==> config.mk <==
export PLATFORM = sky130hd
export DESIGN_NAME = pmi_irq_unit
export DESIGN_NICKNAME = d
export VERILOG_FILES = /design/src/rtl/pmi_pkg.sv /design/src/rtl/pmi_sync.sv /design/src/rtl/pmi_regs.sv /design/src/rtl/pmi_detect.sv /design/src/rtl/pmi_irq_unit.sv
export SDC_FILE = /design/constraint.sdc
export NUM_CORES = 1
export LEC_CHECK = 0
export BUFFER_PORTS_ARGS = -buffer_cell sky130_fd_sc_hd__buf_2
export CAP_MARGIN = 20
export CORE_ASPECT_RATIO = 0.7
export CORE_MARGIN = 2
export CORE_UTILIZATION = 51
export DETAILED_ROUTE_END_ITERATION = 8
export PLACE_DENSITY = 0.78
export SETUP_SLACK_MARGIN = 0.5
export SLEW_MARGIN = 40
export SYNTH_ARGS = -nofsm -noshare
export SYNTH_HDL_FRONTEND = slang
export SYNTH_SLANG_ARGS = --single-unit
==> constraint.sdc <==
create_clock -name clk -period 3.27 [get_ports clk]
set_clock_uncertainty 0.1 [all_clocks]
set_input_delay 0.327 -clock clk [delete_from_list [all_inputs] [get_ports clk]]
set_output_delay 0.327 -clock clk [all_outputs]
set_load 0.03 [all_outputs]
==> src/rtl/pmi_pkg.sv <==
`timescale 1ns/1ps
package pmi_pkg;
  typedef enum logic [1:0] {
    MODE_OFF   = 2'd0,
    MODE_MATCH = 2'd1,
    MODE_EVENT = 2'd2,
    MODE_RSVD  = 2'd3
  } pmi_mode_e;

  localparam int ADDR_W = 3;
  localparam logic [ADDR_W-1:0] A_MODE = 3'd0;
  localparam logic [ADDR_W-1:0] A_MASK = 3'd1;
  localparam logic [ADDR_W-1:0] A_CMP  = 3'd2;
  localparam logic [ADDR_W-1:0] A_CAP  = 3'd3;
  localparam logic [ADDR_W-1:0] A_PEND = 3'd4;

  function automatic logic mode_is_active(input pmi_mode_e m);
    return (m == MODE_MATCH) || (m == MODE_EVENT);
  endfunction
endpackage

==> src/rtl/pmi_sync.sv <==
`timescale 1ns/1ps
module pmi_sync #(
  parameter int W      = 16,
  parameter int STAGES = 2
) (
  input  logic         clk,
  input  logic         rst_n,
  input  logic [W-1:0] d_in,
  output logic [W-1:0] d_out
);
  logic [W-1:0] stage_q [STAGES];

  always_ff @(posedge clk) begin
    if (!rst_n) begin
      for (int i = 0; i < STAGES; i++) stage_q[i] <= '0;
    end else begin
      stage_q[0] <= d_in;
      for (int i = 1; i < STAGES; i++) stage_q[i] <= stage_q[i-1];
    end
  end

  assign d_out = stage_q[STAGES-1];
endmodule

==> src/rtl/pmi_regs.sv <==
`timescale 1ns/1ps
module pmi_regs
  import pmi_pkg::*;
#(
  parameter int W = 16
) (
  input  logic              clk,
  input  logic              rst_n,
  input  logic              wr_en,
  input  logic [ADDR_W-1:0] addr,
  input  logic [W-1:0]      wdata,
  input  logic              fire,
  input  logic [W-1:0]      sync_val,
  output pmi_mode_e         mode_q,
  output logic [W-1:0]      mask_q,
  output logic [W-1:0]      cmp_q,
  output logic [W-1:0]      cap_q,
  output logic              pend_q,
  output logic              mode_wr,
  output logic [W-1:0]      rdata
);
  logic wr_mask, wr_cmp, wr_cap, wr_clr, cap_idle;

  assign mode_wr  = wr_en && (addr == A_MODE);
  assign wr_mask  = wr_en && (addr == A_MASK);
  assign wr_cmp   = wr_en && (addr == A_CMP);
  assign wr_cap   = wr_en && (addr == A_CAP);
  assign wr_clr   = wr_en && (addr == A_PEND) && wdata[0];
  assign cap_idle = !mode_is_active(mode_q);

  always_ff @(posedge clk) begin
    if (!rst_n) begin
      mode_q <= MODE_OFF;
      mask_q <= '0;
      cmp_q  <= '0;
      cap_q  <= '0;
      pend_q <= 1'b0;
    end else begin
      if (mode_wr) mode_q <= pmi_mode_e'(wdata[1:0]);
      if (wr_mask) mask_q <= wdata;
      if (wr_cmp)  cmp_q  <= wdata;
      if (fire)                   cap_q <= sync_val;
      else if (wr_cap && cap_idle) cap_q <= wdata;
      if (fire)        pend_q <= 1'b1;
      else if (wr_clr) pend_q <= 1'b0;
    end
  end

  always_comb begin
    rdata = '0;
    case (addr)
      A_MODE: rdata[1:0] = mode_q;
      A_MASK: rdata = mask_q;
      A_CMP:  rdata = cmp_q;
      A_CAP:  rdata = cap_q;
      A_PEND: rdata[0] = pend_q;
      default: rdata = '0;
    endcase
  end

  assert_capture_on_fire_R6: assert property (@(posedge clk) disable iff (!rst_n)
    fire |=> (cap_q == $past(sync_val)));
  assert_capture_locked_R7: assert property (@(posedge clk) disable iff (!rst_n)
    (wr_cap && !cap_idle && !fire) |=> $stable(cap_q));
  assert_pending_wins_R10: assert property (@(posedge clk) disable iff (!rst_n)
    fire |=> pend_q);
  assert_pending_clear_R10: assert property (@(posedge clk) disable iff (!rst_n)
    (wr_clr && !fire) |=> !pend_q);
endmodule

==> src/rtl/pmi_detect.sv <==
`timescale 1ns/1ps
module pmi_detect
  import pmi_pkg::*;
#(
  parameter int W = 16
) (
  input  logic         clk,
  input  logic         rst_n,
  input  pmi_mode_e    mode,
  input  logic [W-1:0] mask,
  input  logic [W-1:0] cmp,
  input  logic [W-1:0] cap,
  input  logic [W-1:0] sync_val,
  input  logic         mode_wr,
  output logic         fire,
  output logic         irq_q
);
  function automatic logic pattern_equal(input logic [W-1:0] v,
                                         input logic [W-1:0] ref_w,
                                         input logic [W-1:0] ign);
    return ((v ^ ref_w) & ~ign) == '0;
  endfunction

  function automatic logic any_change(input logic [W-1:0] v,
                                      input logic [W-1:0] snap,
                                      input logic [W-1:0] ign);
    return |((v ^ snap) & ~ign);
  endfunction

  logic match_now, change_now, match_prev_q, match_fire, event_fire;

  assign match_now  = pattern_equal(sync_val, cmp, mask);
  assign change_now = any_change(sync_val, cap, mask);
  assign match_fire = (mode == MODE_MATCH) && match_now && !match_prev_q;
  assign event_fire = (mode == MODE_EVENT) && change_now;
  assign fire       = match_fire || event_fire;

  always_ff @(posedge clk) begin
    if (!rst_n) begin
      match_prev_q <= 1'b0;
      irq_q        <= 1'b0;
    end else begin
      if (mode_wr)                  match_prev_q <= 1'b0;
      else if (mode == MODE_MATCH)  match_prev_q <= match_now;
      else                          match_prev_q <= 1'b0;
      irq_q <= fire;
    end
  end

  assert_quiet_when_off_R2: assert property (@(posedge clk) disable iff (!rst_n)
    !mode_is_active(mode) |=> !irq_q);
  assert_match_single_R3: assert property (@(posedge clk) disable iff (!rst_n)
    (match_fire && !mode_wr) |=> !match_fire);
endmodule

==> src/rtl/pmi_irq_unit.sv <==
`timescale 1ns/1ps
module pmi_irq_unit
  import pmi_pkg::*;
#(
  parameter int W = 16
) (
  input  logic              clk,
  input  logic              rst_n,
  input  logic [W-1:0]      port_in,
  input  logic              reg_wr_en,
  input  logic [ADDR_W-1:0] reg_addr,
  input  logic [W-1:0]      reg_wdata,
  output logic [W-1:0]      reg_rdata,
  output logic              irq_pulse,
  output logic              irq_pending
);
  logic [W-1:0] sync_val, mask_q, cmp_q, cap_q;
  pmi_mode_e    mode_q;
  logic         mode_wr, fire;

  pmi_sync #(.W(W), .STAGES(2)) u_sync (
    .clk(clk), .rst_n(rst_n), .d_in(port_in), .d_out(sync_val)
  );

  pmi_regs #(.W(W)) u_regs (
    .clk(clk), .rst_n(rst_n), .wr_en(reg_wr_en), .addr(reg_addr),
    .wdata(reg_wdata), .fire(fire), .sync_val(sync_val),
    .mode_q(mode_q), .mask_q(mask_q), .cmp_q(cmp_q), .cap_q(cap_q),
    .pend_q(irq_pending), .mode_wr(mode_wr), .rdata(reg_rdata)
  );

  pmi_detect #(.W(W)) u_detect (
    .clk(clk), .rst_n(rst_n), .mode(mode_q), .mask(mask_q), .cmp(cmp_q),
    .cap(cap_q), .sync_val(sync_val), .mode_wr(mode_wr),
    .fire(fire), .irq_q(irq_pulse)
  );

  assert_pulse_sets_pending_R10: assert property (@(posedge clk) disable iff (!rst_n)
    irq_pulse |-> irq_pending);
  assert_pulse_carries_capture_R6: assert property (@(posedge clk) disable iff (!rst_n)
    irq_pulse |-> (cap_q == $past(sync_val)));
endmodule

* After elaboration in Yosys (flattened, before gate mapping)
Memory sizes are Yosys's and may differ from the RTL's. Cells that the tools add are included. Widths: inputs -> output; s select.
Word-level totals: input bits 38, output and inout bits 18, memories 1, register bits after elaboration 53, RAM bits 32, logic and storage cells 54
Memory list:
- u_sync.stage_q | depth 2, width 16, rd ports 2, clocked after Yosys merged registers in 0, wr ports 2, line pmi_sync.sv:11 | logic [W-1:0] stage_q [STAGES];
Cells by class: equality and inequality tests 6, bitwise logic cells 9, reduce and logical (&&, ||, !) cells 20, multiplexer cells 11
Operator list (number):
- $mux 16 | 4
- $pmux 14 s3 | 1
- $and 16x16->16 | 2
- $xor 16x16->16 | 2
- $logic_not 16->1 | 1
- $not 16->16 | 1
- $reduce_or 16->1 | 1
- $logic_and 1x1->1 | 10
- $eq 3x2->1 const B | 2
- $pmux 1 s5 | 1
- $mux 1 | 4
- $pmux 1 s4 | 1
- $reduce_bool 2->1 | 2
- $eq 3x1->1 const B | 1
- $eq 3x3->1 const B | 1
- $logic_not 3->1 | 1
- $reduce_or 3->1 | 1
- $eq 2x1->1 const B | 1
- $eq 2x2->1 const B | 1
- $logic_not 1->1 | 2
- $logic_or 1x1->1 | 2
- $not 1->1 | 2
- $or 1x1->1 | 2

* Longest topological paths before layout
Gate-level depths: netlist of the first run.
depth after elaboration 7, mapped depth 8, mapped depth without buffers 7

* Hierarchy
From an unflattened synthesis of the first run, not the netlist that was laid out.
Second synthesis, totals: cell total of the unflattened synthesis 459, area, all modules 4137.7 sq um
By module, submodules not included:
- pmi_regs | times used 1, area each 2598.7 sq um, cells an instance 310, seq. area each 1021.0 sq um
- pmi_sync | times used 1, area each 1016.0 sq um, cells an instance 83, seq. area each 640.6 sq um
- pmi_detect | times used 1, area each 523.0 sq um, cells an instance 66, seq. area each 40.0 sq um

* Worst setup path before layout of the first run
OpenSTA, ideal clock, no wires.
kind register -> register, from memory u_sync.stage_q[1][2] (netlist: u_sync.stage_q[0][18]), to register u_regs.cap_q[10], clock period less this slack 1.949 ns, path slack 1.321 ns, library setup time 0.088 ns, required time 3.082 ns, data arrival time 1.760 ns, buffers on the path 1, cell stages (with the launch flop) 8, cells stage by stage dfxtp_1 > xnor2_1 > o22ai_1 > or4_4 > o21ai_4 > buf_6 > a21oi_1 > a311oi_2
RTL lines:
- start: declaration | line pmi_sync.sv:11
- end signal: assignment | line pmi_regs.sv:42 | if (fire) cap_q <= sync_val;
- end signal: assignment | line pmi_regs.sv:43 | else if (wr_cap && cap_idle) cap_q <= wdata;
- end: declaration | line pmi_regs.sv:17 | output logic [W-1:0] cap_q,

==> impl_metrics.yaml, run 1 <==
synthesis:
  synthTopCellsByCount: "85 x dfxtp_1, 68 x nand2_1, 50 x a21oi_1"
  yosys_register_bits: 85
  post-synth-top-count-cell: "dfxtp_1"
  synth_area_um2: 3820
  synth_area_per_cell_um2: 9.06
  synth_edf_count: 0
  ys_types: 35
  ys_async_sr_fraction: 0
  seq_area_frac_synth: 0.445
  ys.flop_type: "dfxtp_1"
  yosys.area.top_type: "dfxtp_1"
  synth_top_area_frac: 0.445
  yosys_warnings: 0
  synthTopCellsByArea: "dfxtp_1 44%, xnor2_1 7.3%, nand2_1 6.7%"
  syn_inst: 422
  synth_fp_nets: 462
sta:
  fin_tns_setup_ns: 0
  report.final.slew_viol_count: 0
  slew_headroom: 0.491
  rsz0062_at_grt: "false"
  tightest_slew_ns: 0.764
  whs_ns: 0.0622
  hold_viol_final: 0
  setup_viol: 0
  clock.fmax_ghz: 0.394
  setup_ws_ns: 0.729
  min_period_over_period: 0.777
  period_needed_ns: 2.54
global_routing:
  grt_pass1_wl_mm: 15.6
  grt_max_degree: 54
  grt_pass1_vias: 2991
  antenna_found_initial: 0
  track_usage: 0.246
  gr-total-overflow: 0
floorplanning:
  die_area_um2: 8220
  ios: 56
  rows: 26
  die_y_um: 76.5
  fp.dieW_um: 108
  coreArea_um2: 7290
  start_util: 0.525
clocking:
  htreeDepth: 3
  post_cts_resized: 0
  cts_buffers: 9
  post_cts_buffers: 0
  holdBufCountCts: 0
  clock-sinks: 85
  clk_path_buf_depth: 2
  clock_latency_ns: 0.36
  cts_tree: "done"
  clk_pin_slew_ns: 0.09
  cts_root_buf: "clkbuf_8"
placed_design:
  hpwl_mm: 6.55
  pre_cts_ws_ns: 0.776
  numPortBuffers: 55
  place.gp.congestion: 0.871
power_and_ir_drop:
  ir_drop_mv: 0.279
  power_uw: 2010
  powerDensity_nw_per_um2: 466
  p_leak_uw: 0.00157
hold_path:
  worstHoldPathType: "input pin to flop"
setup_path:
  crit_arrival_ns: 2.71
  r2r_start: "u_sync.stage_q[0][31]$_SDFF_PN0_"
  required_ns: 3.43
  worstPathMaxFanout: 19
  r2r_cells: 7
  r2r_end: "u_regs.cap_q[5]$_SDFFE_PN0P_"
  endpoint: "u_regs.cap_q[5]$_SDFFE_PN0P_"
  worstSetupPathType: "flop to flop"
  critPathCaptureType: "flop"
  worst_setup_path_start_kind: "flop"
  ff2ff_setup_slack_ns: 0.73
  startpoint: "u_sync.stage_q[0][31]$_SDFF_PN0_"
cells_and_area:
  syn2layout_area_growth_pct: 12.9
  antenna_cells: 0
  fill_cells: 675
  drive_gt1_frac: 0.208
  fin_nets: 503
routing:
  wl_per_cell_um: 17.1
  drt_iter0_markers: 215
  antenna_left: 0
  drcViolationCount: 0
  num_vias: 3200
  firstDrtPassIters: 5
  drt-vias-per-instance: 5.66
  wirelength_mm: 9.66
outcome:
  status: "finished clean"
job:
  max-cap-violations: 0
layout make-up:
type                    count  area (um2)  area share
multi-input cells         304        1970       0.457
flip-flops and latches     85        1700       0.394
repair buffers             60         325      0.0754
clock buffers               9         124      0.0287
well taps                  98         123      0.0284
clock inverters             6        56.3      0.0130
inverters                   3        13.8     0.00319
power by group:
part / internal [uW] / switching [uW] / leakage, uW / total, uW
Clock: 288 / 401 / 0.0000901 / 689
Combinational: 97.3 / 119 / 0.000784 / 216
Sequential: 1070 / 32.6 / 0.000694 / 1100
critical path: stages (launching register included):
cell	delay [ns]
dfxtp_1	0.47
xnor2_1	0.16
o22ai_1	0.11
or4_1	0.58
o21ai_4	0.44
buf_12	0.22
a21oi_1	0.07
a311oi_1	0.29
flip-flops by register name, summed over array words and instances (netlist names):
name and count:
u_detect.irq_q 1, u_detect.match_prev_q 1, u_regs.cap_q 16, u_regs.cmp_q 16
u_regs.mask_q 16, u_regs.mode_q 2, u_regs.pend_q 1, u_sync.stage_q 32
placed cells by master (no fill, tap or decap), types with 2 or more instances in the layout:
| cell type | Yosys | final |
|---|---|---|
| inv_8 | 0 | 2 |
| a311oi_2 | 4 | 4 |
| nor2b_1 | 4 | 4 |
| nor3_1 | 2 | 2 |
| buf_4 | 1 | 4 |
| a22oi_1 | 15 | 15 |
| inv_6 | 0 | 2 |
| xnor2_1 | 32 | 32 |
| o21ai_0 | 2 | 2 |
| o22ai_1 | 15 | 15 |
| nor2_1 | 19 | 19 |
| clkbuf_8 | 0 | 9 |
| and2_1 | 34 | 34 |
| a311oi_1 | 12 | 12 |
| dfxtp_1 | 85 | 85 |
| inv_1 | 2 | 2 |
| a21oi_1 | 50 | 50 |
| mux2_2 | 14 | 14 |
| ha_1 | 2 | 2 |
| buf_2 | 6 | 55 |
| nand2_1 | 68 | 68 |
| mux2i_1 | 19 | 19 |
per-stage QoR:
| stage | cell area (um2) | instances | util |
|---|---|---|---|
| 5_1_grt | 4320 | 565 | 0.592 |
| 6_report | 4320 | 565 | 0.592 |
| 3_5_place_dp | 4140 | 550 | 0.568 |
| 2_1_floorplan | 3820 | 422 | - |
| 4_1_cts | 4320 | 565 | 0.592 |
| 3_3_place_gp | 4130 | 550 | 0.567 |
how the worst min path moves through the flow:
stage / from / end / slack (ns) / depth (start not counted)
5_1_grt: port_in[10] / u_sync.stage_q[0][10]$_SDFF_PN0_ / 0.05 / 2
6_report: port_in[15] / u_sync.stage_q[0][15]$_SDFF_PN0_ / 0.06 / 2
3_3_place_gp: u_sync.stage_q[0][8]$_SDFF_PN0_ / u_sync.stage_q[0][24]$_SDFF_PN0_ / 0.32 / 1
4_1_cts: port_in[6] / u_sync.stage_q[0][6]$_SDFF_PN0_ / 0.05 / 2
3_5_place_dp: u_sync.stage_q[0][8]$_SDFF_PN0_ / u_sync.stage_q[0][24]$_SDFF_PN0_ / 0.32 / 1
2_1_floorplan: u_sync.stage_q[0][15]$_SDFF_PN0_ / u_sync.stage_q[0][31]$_SDFF_PN0_ / 0.31 / 1
routing by layer:
layer  share of wire  global-route usage  vias up
met1            0.45               0.348     1487
li1                -                   -     1549
met5               0                   0        -
met4           0.017              0.0897        0
met3           0.093              0.0650       18
met2            0.44               0.358      146
cells by family (layout without fill, tap and decap cells):
| kind of cell | Yosys count | count (layout) | synth area share |
|---|---|---|---|
| AOI/OAI and AO/OA | 101 | 101 | 0.173 |
| xor gates and xnor gates | 32 | 32 | 0.0733 |
| adders and majority gates | 2 | 2 | 0.00654 |
| buffers and inverters | 33 | 78 | 0.0393 |
| DFF | 85 | 85 | 0.445 |
| muxes | 34 | 34 | 0.0968 |
| and+or+nand+nor | 135 | 135 | 0.166 |
Power figures use the tool's default switching activity.
==> run 2, diff against run 1 <==
PLACE_DENSITY = 0.81   (was 0.78)
clock period = 2.12 ns   (was 3.27 ns; I/O delays follow)
==> impl_metrics.yaml, run 2 (synthesis results as in run 1) <==
outcome:
  status: "finished clean"
sta:
  clock.fmax_ghz: 0.472
  setup_viol: 0
  whs_ns: 0.00298
  hold_viol_final: 0
  slew_headroom: 0.623
  min_period_over_period: 1.00
  setup_ws_ns: 0.000990
  rsz0062_at_grt: "true"
  period_needed_ns: 2.12
  report.final.slew_viol_count: 0
  tightest_slew_ns: 0.565
power_and_ir_drop:
  p_leak_uw: 0.00194
  powerDensity_nw_per_um2: 655
  ir_drop_mv: 0.445
setup_path:
  critPathCaptureType: "flop"
  crit_slowest_cell: "or4_4"
  worstSetupPathType: "flop to flop"
  crit_arrival_ns: 2.26
  required_ns: 2.26
  cpPeakStageDelay_ns: 0.56
  worstPathMaxFanout: 12
  worstPathCellList: "xnor2_2 > o22ai_1 > or4_4 > o21ai_4 > buf_4 > buf_16 > a311oi_1"
  worst_setup_path_start_kind: "flop"
cells_and_area:
  drive_gt1_frac: 0.410
  fin_nets: 557
  layout_common_cells: "68 x nand2_1, 42 x a21oi_1, 41 x dfxtp_1, 39 x dfxtp_2, 37 x buf_2"
  regMostFlops: "u_sync.stage_q"
  syn2layout_area_growth_pct: 38.7
  largest_reg_flops: 32
  antenna_cells: 0
  final_common_cell: "nand2_1"
routing:
  firstDrtPassIters: 5
  drt_iter0_markers: 216
  num_vias: 3597
  wirelength_mm: 11.4
  antenna_left: 0
  wl_per_cell_um: 18.4
  drcViolationCount: 0
  drt-vias-per-instance: 5.80
clocking:
  cts_tree: "done"
  clk_pin_slew_ns: 0.09
  cts_root_buf: "clkbuf_8"
  clock-sinks: 85
  clock_latency_ns: 0.37
  clk_path_buf_depth: 2
  htreeDepth: 3
  cts_buffers: 9
global_routing:
  grt_pass1_vias: 3433
  gr-total-overflow: 0
  antenna_found_initial: 0
  grt_pass1_wl_mm: 17.6
  track_usage: 0.276
  grt_max_degree: 34
floorplanning:
  fp.dieW_um: 108
  coreArea_um2: 7290
  die_y_um: 76.5
  start_util: 0.525
  ios: 56
  rows: 26
  die_area_um2: 8220
placed_design:
  numPortBuffers: 55
  place.gp.congestion: 0.897
  pre_cts_ws_ns: 0.0562
  hpwl_mm: 7.20
job:
  max-cap-violations: 0
hold_path:
  worstHoldPathType: "input pin to flop"
## run 2: cell types whose count changed in the layout (fill, tap and decap cells not counted), moves of 11 or more
cell	before	now
a22oi_1	15	1
a22oi_2	0	14
buf_2	55	37
buf_4	4	32
buf_6	0	13
dfxtp_1	85	41
dfxtp_2	0	39
dlygate4sd3_1	0	25
mux2_2	14	3
mux2_4	0	11
## run 2: through the flow
stage | instances | setup TNS, ns | instance area [um2] | util | power, uW
after floorplan | 422 | 0 | 3890 | - | 1970
after global placement | 564 | 0 | 4340 | 0.595 | 2090
after detailed placement | 564 | 0 | 4340 | 0.595 | 2100
after CTS | 612 | 0 | 5060 | 0.695 | 3430
after global routing | 620 | -0.461 | 5300 | 0.728 | 3590
final | 620 | 0 | 5300 | 0.728 | 3480
## run 2: final timing paths
check                                                 startpoint                          endpoint  slack [ns]  cells after the start
worst max-delay path            u_sync.stage_q[0][26]$_SDFF_PN0_      u_regs.cap_q[3]$_SDFFE_PN0P_       0.001                      7
worst min-delay path                                reg_wdata[9]     u_regs.mask_q[9]$_SDFFE_PN0P_       0.003                      3
worst max register to register  u_sync.stage_q[0][26]$_SDFF_PN0_      u_regs.cap_q[3]$_SDFFE_PN0P_       0.001                      7
worst min register to register   u_sync.stage_q[0][8]$_SDFF_PN0_  u_sync.stage_q[0][24]$_SDFF_PN0_        0.34                      1
## run 2: report_power, final
group	switching (uW)	leakage (uW)	internal (uW)
Sequential	55.0	0.000715	1660
Combinational	230	0.00112	242
Clock	618	0.000107	674
Total	904	0.00194	2570
## run 2: critical path, delay by kind of cell, from the launching register on
family                    cells  cell delay [ns]
and+or+nand+nor               1             0.56
AOI/OAI and AO/OA             3             0.47
DFF                           1             0.37
xor gates and xnor gates      1             0.14
buffers and inverters         2             0.34
## run 2: cell type report
class / count / area, um2
inverters: 3 / 11.3
well taps: 98 / 123
flip-flops and latches: 85 / 1770
clock buffers: 10 / 128
fillers: 530 / 1980
repair buffers: 114 / 962
clock inverters: 6 / 93.8
multi-input cells: 304 / 2220
## run 2: layer usage
| metal | global-route usage | part of all wire |
|---|---|---|
| met5 | 0 | 0 |
| met4 | 0.0731 | 0.018 |
| met3 | 0.0736 | 0.081 |
| met1 | 0.381 | 0.45 |
| met2 | 0.426 | 0.45 |
## run 2: timing repair
action                                 in CTS  in global routing
hold buffers                               25                  0
setup buffers                               6                  7
setup endpoints to repair                  35                 35
cloned                                      1                  1
endpoints found under the hold margin      26                  0
pin swaps                                   1                 11
gates resized for setup                    65                 44
